File: config.mk
export PLATFORM = sky130hd
export DESIGN_NAME = pcie_irq_ctrl
export DESIGN_NICKNAME = d
export VERILOG_FILES = /design/src/rtl/irq_pkg.sv /design/src/rtl/irq_cfg_shadow.sv /design/src/rtl/irq_intx_drv.sv /design/src/rtl/irq_msi_tx.sv /design/src/rtl/pcie_irq_ctrl.sv
export SDC_FILE = /design/constraint.sdc
export NUM_CORES = 1
export LEC_CHECK = 0
export ABC_AREA = 0
export ABC_CLOCK_PERIOD_IN_PS = 5500
export CORE_MARGIN = 2
export CORE_UTILIZATION = 40
export DETAILED_ROUTE_END_ITERATION = 16
export PLACE_DENSITY = 0.65
export REMOVE_ABC_BUFFERS = 1
export SLEW_MARGIN = 0
export SYNTH_ARGS = -nofsm -noshare
export SYNTH_HDL_FRONTEND = slang
export SYNTH_SLANG_ARGS = --single-unit
File: constraint.sdc
create_clock -name clk -period 5.5 [get_ports clk]
set_clock_uncertainty 0.1 [all_clocks]
set_input_delay 0.825 -clock clk [delete_from_list [all_inputs] [get_ports clk]]
set_output_delay 0.825 -clock clk [all_outputs]
set_load 0.02 [all_outputs]
File: src/rtl/irq_pkg.sv
package irq_pkg;

  typedef enum logic [1:0] {
    MODE_LEGACY = 2'd0,
    MODE_MSI    = 2'd1,
    MODE_MSIX   = 2'd2
  } mode_e;

  // configuration byte offsets and bit positions the block decodes
  localparam logic [11:0] OFS_COMMAND  = 12'h004;
  localparam logic [11:0] OFS_MSI_CTL  = 12'h050;
  localparam logic [11:0] OFS_MSI_ALO  = 12'h054;
  localparam logic [11:0] OFS_MSI_AHI  = 12'h058;
  localparam logic [11:0] OFS_MSI_DATA = 12'h05C;
  localparam logic [11:0] OFS_MSIX_CTL = 12'h068;

  localparam int BIT_BUS_MASTER = 2;
  localparam int BIT_INT_DIS    = 10;
  localparam int BIT_MSI_ON     = 16;
  localparam int BIT_MME_LO     = 20;
  localparam int BIT_MSIX_ON    = 31;

  localparam logic [2:0] FMT_3DW_DATA = 3'b010;
  localparam logic [2:0] FMT_4DW_DATA = 3'b011;
  localparam logic [4:0] TYPE_MEM     = 5'b00000;

endpackage

File: src/rtl/irq_cfg_shadow.sv
module irq_cfg_shadow
  import irq_pkg::*;
#(
  parameter bit MSIX_EN = 1'b1,
  parameter int MSG_W   = 16
) (
  input  logic             clk,
  input  logic             rst_n,
  input  logic             cfg_we,
  input  logic [11:0]      cfg_addr,
  input  logic [31:0]      cfg_wdata,
  output logic             bus_master,
  output logic             int_disable,
  output logic [2:0]       mme,
  output logic [31:0]      addr_lo,
  output logic [31:0]      addr_hi,
  output logic [MSG_W-1:0] msg_data,
  output mode_e            mode
);

  logic [11:0] dw_addr;
  logic        msi_on;
  logic        msix_on;
  logic        unused_bits;

  assign dw_addr     = {cfg_addr[11:2], 2'b00};
  assign unused_bits = ^{cfg_addr[1:0], cfg_wdata};

  always_ff @(posedge clk or negedge rst_n) begin
    if (!rst_n) begin
      bus_master  <= 1'b0;
      int_disable <= 1'b0;
      msi_on      <= 1'b0;
      mme         <= '0;
      addr_lo     <= '0;
      addr_hi     <= '0;
      msg_data    <= '0;
    end else if (cfg_we) begin
      unique case (dw_addr)
        OFS_COMMAND: begin
          bus_master  <= cfg_wdata[BIT_BUS_MASTER];
          int_disable <= cfg_wdata[BIT_INT_DIS];
        end
        OFS_MSI_CTL: begin
          msi_on <= cfg_wdata[BIT_MSI_ON];
          mme    <= cfg_wdata[BIT_MME_LO +: 3];
        end
        OFS_MSI_ALO:  addr_lo  <= {cfg_wdata[31:2], 2'b00};
        OFS_MSI_AHI:  addr_hi  <= cfg_wdata;
        OFS_MSI_DATA: msg_data <= cfg_wdata[MSG_W-1:0];
        default: ;
      endcase
    end
  end

  generate
    if (MSIX_EN) begin : g_msix
      logic msix_q;
      always_ff @(posedge clk or negedge rst_n) begin
        if (!rst_n)                                msix_q <= 1'b0;
        else if (cfg_we && dw_addr == OFS_MSIX_CTL) msix_q <= cfg_wdata[BIT_MSIX_ON];
      end
      assign msix_on = msix_q;
    end else begin : g_no_msix
      assign msix_on = 1'b0;
    end
  endgenerate

  // exactly one mode at a time; MSI-X has precedence over MSI
  always_comb begin
    mode = MODE_LEGACY;
    if (msix_on)     mode = MODE_MSIX;
    else if (msi_on) mode = MODE_MSI;
  end

endmodule

File: src/rtl/irq_intx_drv.sv
module irq_intx_drv
  import irq_pkg::*;
(
  input  logic  clk,
  input  logic  rst_n,
  input  mode_e mode,
  input  logic  int_disable,
  input  logic  level,
  output logic  intx_asserted
);

  always_ff @(posedge clk or negedge rst_n) begin
    if (!rst_n) intx_asserted <= 1'b0;
    else        intx_asserted <= level && (mode == MODE_LEGACY) && !int_disable;
  end

endmodule

File: src/rtl/irq_msi_tx.sv
module irq_msi_tx
  import irq_pkg::*;
#(
  parameter int NUM_W   = 5,
  parameter int MSG_W   = 16,
  parameter int MME_MAX = 5
) (
  input  logic             clk,
  input  logic             rst_n,
  input  mode_e            mode,
  input  logic             bus_master,
  input  logic [31:0]      addr_lo,
  input  logic [31:0]      addr_hi,
  input  logic [MSG_W-1:0] msg_data,
  input  logic [2:0]       mme,
  input  logic [15:0]      requester_id,
  input  logic             req,
  input  logic [2:0]       tc,
  input  logic [NUM_W-1:0] vec,
  output logic             ack,
  output logic [31:0]      tlp_data,
  output logic             tlp_valid,
  output logic             tlp_sop,
  output logic             tlp_eop,
  input  logic             tlp_ready
);

  localparam int WORDS_MAX = 5;
  localparam int IDX_W     = $clog2(WORDS_MAX);
  localparam int SLOTS     = 1 << IDX_W;

  typedef enum logic [1:0] {ST_IDLE, ST_SEND, ST_ACK} state_e;

  state_e           state;
  logic [IDX_W-1:0] idx;
  logic [IDX_W-1:0] last_idx;
  logic [31:0]      wbuf [SLOTS];
  logic [31:0]      cand [SLOTS];
  logic             start;
  logic             four_dw;
  logic [31:0]      dw0;
  logic [31:0]      dw1;
  logic [MSG_W-1:0] vmask;
  logic [MSG_W-1:0] merged;
  logic [31:0]      payload;
  int               eff_bits;

  assign start   = (state == ST_IDLE) && req && (mode == MODE_MSI) && bus_master;
  assign four_dw = (addr_hi != '0);

  // vector-field width from MME, clamped to the largest legal count
  always_comb begin
    eff_bits = (int'(mme) > MME_MAX) ? MME_MAX : int'(mme);
    for (int b = 0; b < MSG_W; b++) vmask[b] = (b < eff_bits);
    merged  = (msg_data & ~vmask) | (MSG_W'(vec) & vmask);
    payload = {{(32-MSG_W){1'b0}}, merged};
  end

  assign dw0 = {(four_dw ? FMT_4DW_DATA : FMT_3DW_DATA), TYPE_MEM, 1'b0, tc,
                10'd0, 10'd1};
  assign dw1 = {requester_id, 8'h00, 4'h0, 4'hF};

  always_comb begin
    for (int i = 0; i < SLOTS; i++) cand[i] = '0;
    cand[0] = dw0;
    cand[1] = dw1;
    if (four_dw) begin
      cand[2] = addr_hi;
      cand[3] = addr_lo;
      cand[4] = payload;
    end else begin
      cand[2] = addr_lo;
      cand[3] = payload;
    end
  end

  always_ff @(posedge clk or negedge rst_n) begin
    if (!rst_n) begin
      state    <= ST_IDLE;
      idx      <= '0;
      last_idx <= '0;
      for (int i = 0; i < SLOTS; i++) wbuf[i] <= '0;
    end else begin
      unique case (state)
        ST_IDLE: if (start) begin
          for (int i = 0; i < SLOTS; i++) wbuf[i] <= cand[i];
          last_idx <= four_dw ? IDX_W'(4) : IDX_W'(3);
          idx      <= '0;
          state    <= ST_SEND;
        end
        ST_SEND: if (tlp_ready) begin
          if (idx == last_idx) state <= ST_ACK;
          else                 idx   <= idx + 1'b1;
        end
        ST_ACK:  state <= ST_IDLE;
        default: state <= ST_IDLE;
      endcase
    end
  end

  assign tlp_valid = (state == ST_SEND);
  assign tlp_data  = wbuf[idx];
  assign tlp_sop   = tlp_valid && (idx == '0);
  assign tlp_eop   = tlp_valid && (idx == last_idx);
  assign ack       = (state == ST_ACK);

endmodule

File: src/rtl/pcie_irq_ctrl.sv
module pcie_irq_ctrl
  import irq_pkg::*;
#(
  parameter bit MSIX_EN = 1'b1,
  parameter int NUM_W   = 5,
  parameter int MSG_W   = 16,
  parameter int MME_MAX = 5
) (
  input  logic        clk,
  input  logic        rst_n,
  input  logic        cfg_we,
  input  logic [11:0] cfg_addr,
  input  logic [31:0] cfg_wdata,
  input  logic [15:0] requester_id,
  input  logic        msi_req,
  input  logic [2:0]  msi_tc,
  input  logic [4:0]  msi_vec,
  output logic        msi_ack,
  input  logic        intx_level,
  output logic        intx_asserted,
  output logic [1:0]  irq_mode,
  output logic [31:0] tlp_data,
  output logic        tlp_sop,
  output logic        tlp_eop,
  output logic        tlp_valid,
  input  logic        tlp_ready
);

  mode_e            mode;
  logic             bus_master;
  logic             int_disable;
  logic [2:0]       mme;
  logic [31:0]      addr_lo;
  logic [31:0]      addr_hi;
  logic [MSG_W-1:0] msg_data;

  irq_cfg_shadow #(.MSIX_EN(MSIX_EN), .MSG_W(MSG_W)) u_shadow (
    .clk(clk), .rst_n(rst_n), .cfg_we(cfg_we), .cfg_addr(cfg_addr),
    .cfg_wdata(cfg_wdata), .bus_master(bus_master), .int_disable(int_disable),
    .mme(mme), .addr_lo(addr_lo), .addr_hi(addr_hi), .msg_data(msg_data),
    .mode(mode)
  );

  irq_intx_drv u_intx (
    .clk(clk), .rst_n(rst_n), .mode(mode), .int_disable(int_disable),
    .level(intx_level), .intx_asserted(intx_asserted)
  );

  irq_msi_tx #(.NUM_W(NUM_W), .MSG_W(MSG_W), .MME_MAX(MME_MAX)) u_msi (
    .clk(clk), .rst_n(rst_n), .mode(mode), .bus_master(bus_master),
    .addr_lo(addr_lo), .addr_hi(addr_hi), .msg_data(msg_data), .mme(mme),
    .requester_id(requester_id), .req(msi_req), .tc(msi_tc),
    .vec(NUM_W'(msi_vec)), .ack(msi_ack), .tlp_data(tlp_data),
    .tlp_valid(tlp_valid), .tlp_sop(tlp_sop), .tlp_eop(tlp_eop),
    .tlp_ready(tlp_ready)
  );

  assign irq_mode = mode;

endmodule

; After elaboration in Yosys (flattened, before gate mapping)
; Index checks and enable logic that the tools add are counted.
[totals]
out_inout_bits = 39
word_cells = 95
in_bits = 74
reg_bits = 217
[op_classes]
add_sub_neg = 1
n_mux = 18
reduce_logical = 22
order_cmp = 18
n_eq_ne = 14
n_bitwise = 5
[ops]
columns = cell, n
row1 = "5-bit by 32-bit < comparator with 1-bit output, first input constant", 8
row2 = "4-bit by 32-bit < comparator with 1-bit output, first input constant", 4
row3 = 32-bit binary-select mux with 3-bit select, 1
row4 = "3-bit by 32-bit < comparator with 1-bit output, first input constant", 2
row5 = 32-bit two-way mux, 2
row6 = 64-bit two-way mux, 1
row7 = "10-bit by 5-bit equality test with 1-bit output, second input constant", 5
row8 = "1-bit by 32-bit < comparator with 1-bit output, first input constant", 1
row9 = "2-bit by 32-bit < comparator with 1-bit output, first input constant", 1
row10 = 32-bit nonzero test, 1
row11 = 16-bit bitwise AND, 1
row12 = 5-bit by 16-bit bitwise AND with 16-bit output, 1
row13 = 16-bit two-way mux, 1
row14 = 16-bit inverter, 1
row15 = 16-bit OR, 1
row16 = 3-bit two-way mux, 5
row17 = 2-bit AND reduction, 6
row18 = "10-bit by 1-bit equality test with 1-bit output, second input constant", 1
row19 = 1-bit logical AND, 8
row20 = 2-bit two-way mux, 4
row21 = "2-bit != test, second input constant", 3
row22 = 3-bit case mux with 2 select lines, 1
row23 = "2-bit by 1-bit equality test with 1-bit output, second input constant", 2
row24 = "4-bit >= comparator, second input constant", 1
row25 = 14 further kinds, 16

; Depth between registers and ports, before layout
; Gate-level depths: netlist of the first run.
[depth]
word_depth = 7
depth_mapped = 7
mapped_depth_nobuf = 4

; Hierarchy
; Synthesis of the first run repeated with hierarchy kept, for this count alone.
[unflattened]
hier_cells = 830
area_unflattened_um2 = 8884.8
[modules_own_cells]
columns = mod, seq_area_each_um2, area_per_inst_um2, cells_per_inst, n_inst
row1 = irq_msi_tx, 2677.6, 5422.7, 629, 1
row2 = irq_cfg_shadow, 2127.0, 3422.0, 199, 1
row3 = irq_intx_drv, 25.0, 40.0, 2, 1

; Least setup slack after synthesis of the first run
; Ideal clock, no wire load.
[synth_path]
kind = register to output
from = reg u_msi.idx[1]
to = out tlp_data[10]
arrival_ps = 1847
path_buffers = 2
path_slack_ps = 2728
stages_incl_launch_ff = 7
required_time_ps = 4575
cell_sequence = dfrtp_1 clkbuf_1 inv_1 nor2_1 clkbuf_1 a22oi_1 o21ai_0
[synth_via]
elab_chain_cells = 4
[synth_rtl]
columns = item, line_no
row1 = from (decl), irq_msi_tx.sv:35  ; logic [IDX_W-1:0] idx;
row2 = from (signal assigned), irq_msi_tx.sv:93  ; else idx <= idx + 1'b1;
row3 = 3-bit inverter with 4-bit output (not written as such), irq_msi_tx.sv:102  ; assign tlp_data = wbuf[idx];
row4 = 32-bit binary-select mux with 3-bit select, irq_msi_tx.sv:102
row5 = 32-bit two-way mux (not written as such) (2 in series), irq_msi_tx.sv:102
row6 = to (decl), pcie_irq_ctrl.sv:22  ; output logic [31:0] tlp_data,
; No other way between the ends. The select of a mux whose other input is x is not followed.

; Final worst setup path of the first run
[layout_path]
from = reg u_msi.idx[2]
to = out tlp_data[1]
; Same word-level chain as after synthesis.

==> results of run 1 <==
through the flow:
| step | total power [mW] | utilization [%] |
|---|---|---|
| floorplan | 1.54 | - |
| global placement | 1.70 | 47.1 |
| detailed placement | 1.71 | 47.1 |
| CTS | 2.95 | 50.0 |
| global route | 3.03 | 50.0 |
| finish | 2.94 | 50.0 |
worst register-to-register path, stage by stage (launching register included):
cell and delay [ns]:
dfrtp_1 0.40, nor4_1 0.55, and4_1 0.31, and2_2 0.83, o21ai_0 0.24
state kept, by name, summed over array words and instances, names as in the netlist, 2 cells and up:
name	count
u_msi.wbuf	101
u_shadow.addr_hi	32
u_shadow.addr_lo	30
u_shadow.msg_data	16
u_msi.idx	3
u_shadow.mme	3
u_msi.state	2
metal layers:
layer	wire length, um	up-vias	global-route usage (%)
li1	-	3063	-
met1	10000	3222	27.8
met2	10800	143	33.7
met3	1040	17	4.37
met4	221	0	4.72
met5	0	-	0
cells in the mapped netlist (6+ instances only):
cell / number / area [um2]
o21ai_0: 69 / 345
nand2_1: 190 / 713
a31oi_1: 31 / 194
mux2_2: 89 / 1000
a22oi_1: 15 / 113
dfrtp_1: 193 / 4830
nor4_1: 8 / 50.1
clkbuf_1: 43 / 161
buf_2: 10 / 50.1
nand4_1: 13 / 81.3
nor2b_1: 11 / 68.8
o211ai_1: 12 / 90.1
nor2_1: 40 / 150
buf_1: 6 / 22.5
mux2i_1: 14 / 140
a21oi_1: 28 / 140
final cells by class:
cell class | count | share of cell area (%)
Clock inverter | 9 | 0.982
Sequential cell | 193 | 45.7
Multi-Input combinational cell | 571 | 33.7
Timing Repair Buffer | 125 | 11.5
Inverter | 5 | 0.178
Tap cell | 275 | 3.26
Clock buffer | 23 | 4.71
final timing paths:
kind | start | endpoint | slack [ns]
setup / recovery | u_msi.idx[2] | tlp_data[1] | 1.39
hold / removal | u_msi.wbuf[157] | u_msi.wbuf[157] | 0.37
setup reg to reg | u_shadow.addr_hi[7] | u_msi.wbuf[106] | 2.90
hold reg to reg | u_msi.wbuf[157] | u_msi.wbuf[157] | 0.37
max in group asynchronous | rst_n | u_shadow.addr_lo[29] | 3.76
min in group asynchronous | rst_n | u_msi.wbuf[218] | 0.45
kinds of logic (layout without fill, tap and decap cells):
group,after synthesis,count (layout),synth area share (%)
flip-flops,193,193,55.8
AO/OA/AOI/OAI,169,169,11.5
buffers and inverters,67,162,3.22
multiplexers,107,107,14.2
XOR/XNOR,1,1,0.101
adder cells (fa/ha/maj),2,2,0.289
AND/OR/NAND/NOR,292,292,14.8
where the power goes:
| part | total [mW] | switching, mW | internal (mW) | leakage, nW |
|---|---|---|---|---|
| clock | 1.26 | 0.530 | 0.728 | 0.295 |
| sequential | 1.44 | 0.0105 | 1.43 | 2.68 |
| combinational | 0.238 | 0.164 | 0.0738 | 1.89 |
==> flow_summary.json, run 1 <==
{
  "core_area_um2": 21200,
  "fillers": 1938,
  "syn_to_final_growth_pct": 22.2,
  "nNetsFinal": 989,
  "path_buf_inv": 3,
  "final_cell_mix": "dfrtp_1, nand2_1, clkdlybuf4s50_1",
  "clock-sinks": 193,
  "grt_pass1_vias": 6507,
  "syn_avg_cell_area_um2": 10.4,
  "stdcell_count": 1201,
  "synth-edff-count": 0,
  "drv_cap": 0,
  "gp_congestion": 0.763,
  "path_cells": "buf_4, nor2_1, buf_4, a22oi_1, o22ai_1, clkdlybuf4s50_1",
  "diodes": 0,
  "cts-resized-gates": 0,
  "regArea_um2": 4830,
  "numPortBuffers": 110,
  "r2r_cells": 4,
  "wire_per_inst_um": 18.4,
  "clkLatencyLatePin_ns": 0.43,
  "crit_type": "reg2out",
  "drv_slew": 0,
  "grt-ovfl-total": 0,
  "relSlewSlack_pct": 28.4,
  "setup_ws_ns": 1.39,
  "dieArea_um2": 22800,
  "routed_wl_um": 22100,
  "syn_inst": 831,
  "multiInputGateArea_um2": 3560,
  "grt_max_degree": 124,
  "clkTransAtPathRegs_ns": 0.06,
  "max_slew.worst_pin.slew_ns": 1.07,
  "grt.total_usage_pct": 20.4,
  "crit_required_ns": 4.58,
  "setup.worst_path.start_class": "register",
  "final_area_um2": 10600,
  "hold_buffers": 0,
  "end_kind": "output port",
  "leakagePower_nw": 4.87,
  "synth-seq-cells": 193,
  "dpl-instance-area_um2": 9970,
  "ios": 113,
  "cts_max_path_buffers": 2,
  "max_freq_mhz": 243,
  "vias_per_cell": 5.37,
  "rsz0062_at_grt": "false",
  "setup_tns_ns": 0,
  "cts_tree": "done",
  "status": "complete, no violations",
  "hp-class": "reg2reg",
  "whs_ns": 0.373,
  "finalSetupViolations": 0,
  "asyncSetResetFlopFracSynth_pct": 100,
  "initial_core_util_pct": 40.9,
  "fp-row-count": 53,
  "drt_iter0_markers": 329,
  "final_common_cell": "dfrtp_1",
  "fin_crit_sh_pct": 74.7,
  "worst-path-max-fanout": 19,
  "cts_root_buf": "clkbuf_16",
  "post_cts_buffers": 0,
  "grt_pass1_wl_um": 35400,
  "yosys.cell_types.count": 46,
  "crit_path_top_delay_cell": "clkdlybuf4s50_1",
  "ys.flop_type": "dfrtp_1",
  "die_x_um": 151,
  "hold_violations": 0,
  "syn_area_um2": 8650,
  "vias": 6445,
  "htree_levels": 4,
  "fin_crit_ns": 4.11,
  "preCtsSetupSlack_ns": 1.79,
  "cp_num_cells": 6,
  "dp_hpwl_um": 13600,
  "yosysSeqAreaShare_pct": 55.8,
  "numCtsBuffers": 17,
  "cp.arrival_ns": 3.18,
  "powerDensity_nw_per_um2": 278,
  "antenna_found_initial": 0,
  "slowest_delay_ns": 0.66,
  "ant_nets": 0,
  "drcViolationCount": 0,
  "dr.pass1.iters": 5,
  "cp_top_family": "buffers and inverters",
  "ys_warn_count": 0,
  "die_h_um": 151,
  "irDropWorstVdd_mv": 0.168,
  "worstHoldPathCells": 2,
  "dp_cells": 1169,
  "layout-drive-gt1-share_pct": 15.8,
  "critical_path.most_common_cell": "buf_4"
}
Power figures use the tool's default switching activity.
==> run 2: changes to the inputs <==
Settings changed: ABC_CLOCK_PERIOD_IN_PS 5500 to 3380, PLACE_DENSITY 0.65 to 0.67.
Clock period 5.5 ns to 3.38 ns, I/O delays scaled along.
==> run 2 against run 1 <==
  * Sequential share of layout area decreased by 0.46 points
  * Hold slack got worse by 0.36 ns
  * Clock power rose by 51%
  * Wire length down 0.46%
==> flow_summary.json, run 2 (synthesis results as in run 1) <==
{
  "status": "complete, no violations",
  "die_h_um": 151,
  "hold_buffers": 0,
  "grt_pass1_vias": 6521,
  "end_kind": "output port",
  "grt.total_usage_pct": 20.3,
  "cts_max_path_buffers": 2,
  "syn_to_final_growth_pct": 23.4,
  "final_cell_mix": "dfrtp_1, nand2_1, clkdlybuf4s50_1",
  "grt_pass1_wl_um": 35200,
  "clock-sinks": 193,
  "routed_wl_um": 22000,
  "layout-drive-gt1-share_pct": 16.7,
  "vias_per_cell": 5.34,
  "fin_crit_sh_pct": 96.3,
  "max_freq_mhz": 307,
  "numPortBuffers": 110,
  "vias": 6474,
  "largest_reg_flops": 101,
  "numCtsBuffers": 17,
  "cts_tree": "done",
  "ant_nets": 0,
  "drv_cap": 0,
  "grt-ovfl-total": 0,
  "setup.worst_path.start_class": "register",
  "nNetsFinal": 1001,
  "post_cts_buffers": 0,
  "cp.arrival_ns": 2.65,
  "dieArea_um2": 22800,
  "regMostFlops": "u_msi.wbuf",
  "grt_max_degree": 83,
  "clkLatencyLatePin_ns": 0.44,
  "initial_core_util_pct": 40.9,
  "dp_hpwl_um": 14300,
  "die_x_um": 151,
  "drcViolationCount": 0,
  "diodes": 0,
  "reg.largest.list": "u_msi.wbuf: 101 flops, u_shadow.addr_hi: 32 flops, u_shadow.addr_lo: 30 flops",
  "irDropWorstVdd_mv": 0.329,
  "antenna_found_initial": 0,
  "max_slew.worst_pin.slew_ns": 0.731,
  "reg2reg_slack_ns": 0.95,
  "cts_root_buf": "clkbuf_16",
  "core_area_um2": 21200,
  "crit_type": "reg2out",
  "setup_tns_ns": 0,
  "dr.pass1.iters": 4,
  "finalCoreUtilization_pct": 50.5,
  "rsz0062_at_grt": "false",
  "fin_total_pwr_mw": 4.66,
  "worst-path-max-fanout": 15,
  "drv_slew": 0,
  "hp-class": "in2async",
  "gp_congestion": 0.836,
  "drt_iter0_markers": 416,
  "relSlewSlack_pct": 51.3,
  "cts-resized-gates": 0,
  "powerDensity_nw_per_um2": 436,
  "leakagePower_nw": 4.91,
  "finalSetupViolations": 0,
  "htree_levels": 4,
  "hold_violations": 0,
  "final_common_cell": "dfrtp_1",
  "r2r_cells": 5,
  "clkTransAtPathRegs_ns": 0.07,
  "fin_crit_ns": 3.26,
  "wire_per_inst_um": 18.2,
  "fp-row-count": 53,
  "crit_required_ns": 2.77,
  "ios": 113
}
## run 2: metrics by stage
stage	instances	cell area, um2	hold WS, ns	setup slack [ns]
6_report	1213	10700	0.00917	0.125
4_1_cts	1213	10700	0.0300	0.0155
5_1_grt	1213	10700	0.0539	0.00151
2_1_floorplan	769	8390	0.111	-1.07
3_5_place_dp	1181	10100	0.331	0.513
3_3_place_gp	1181	10100	0.324	0.518
## run 2: layout make-up
class	count	area, um2
timing repair buffer	137	1370
sequential	193	4830
clock buffer	22	484
clock inverter	10	77.6
fill	1941	10500
tap	275	344
inverter	5	18.8
multi-input combinational	571	3550
## run 2: critical path, stage by stage (launching register included)
cell and delay (ns):
dfrtp_1 0.66, nor2b_1 0.19, buf_4 0.27, a22oi_1 0.13, o21ai_0 0.29, clkdlybuf4s50_1 0.67
## run 2: layer usage
metal	GRT usage (%)	vias to the layer above	wire, um
met4	6.31	0	333
met3	3.46	25	874
li1	-	3091	-
met1	28.2	3230	10100
met2	32.9	128	10700
met5	0	-	0
## run 2: power by group
group	internal (mW)	leakage, nW	switching [mW]
sequential	2.33	2.68	0.0161
combinational	0.146	1.97	0.268
clock	1.03	0.261	0.875
total	3.50	4.91	1.16
## run 2: final timing paths
check | startpoint | end
worst max-delay path | u_msi.idx[2] | tlp_data[9]
worst min-delay path | rst_n | u_msi.wbuf[218]
worst max register to register | u_shadow.addr_hi[7] | u_msi.wbuf[101]
worst min register to register | u_shadow.int_disable | u_intx.intx_asserted
max in group asynchronous | rst_n | u_shadow.addr_hi[22]
min in group clk | u_shadow.int_disable | u_intx.intx_asserted
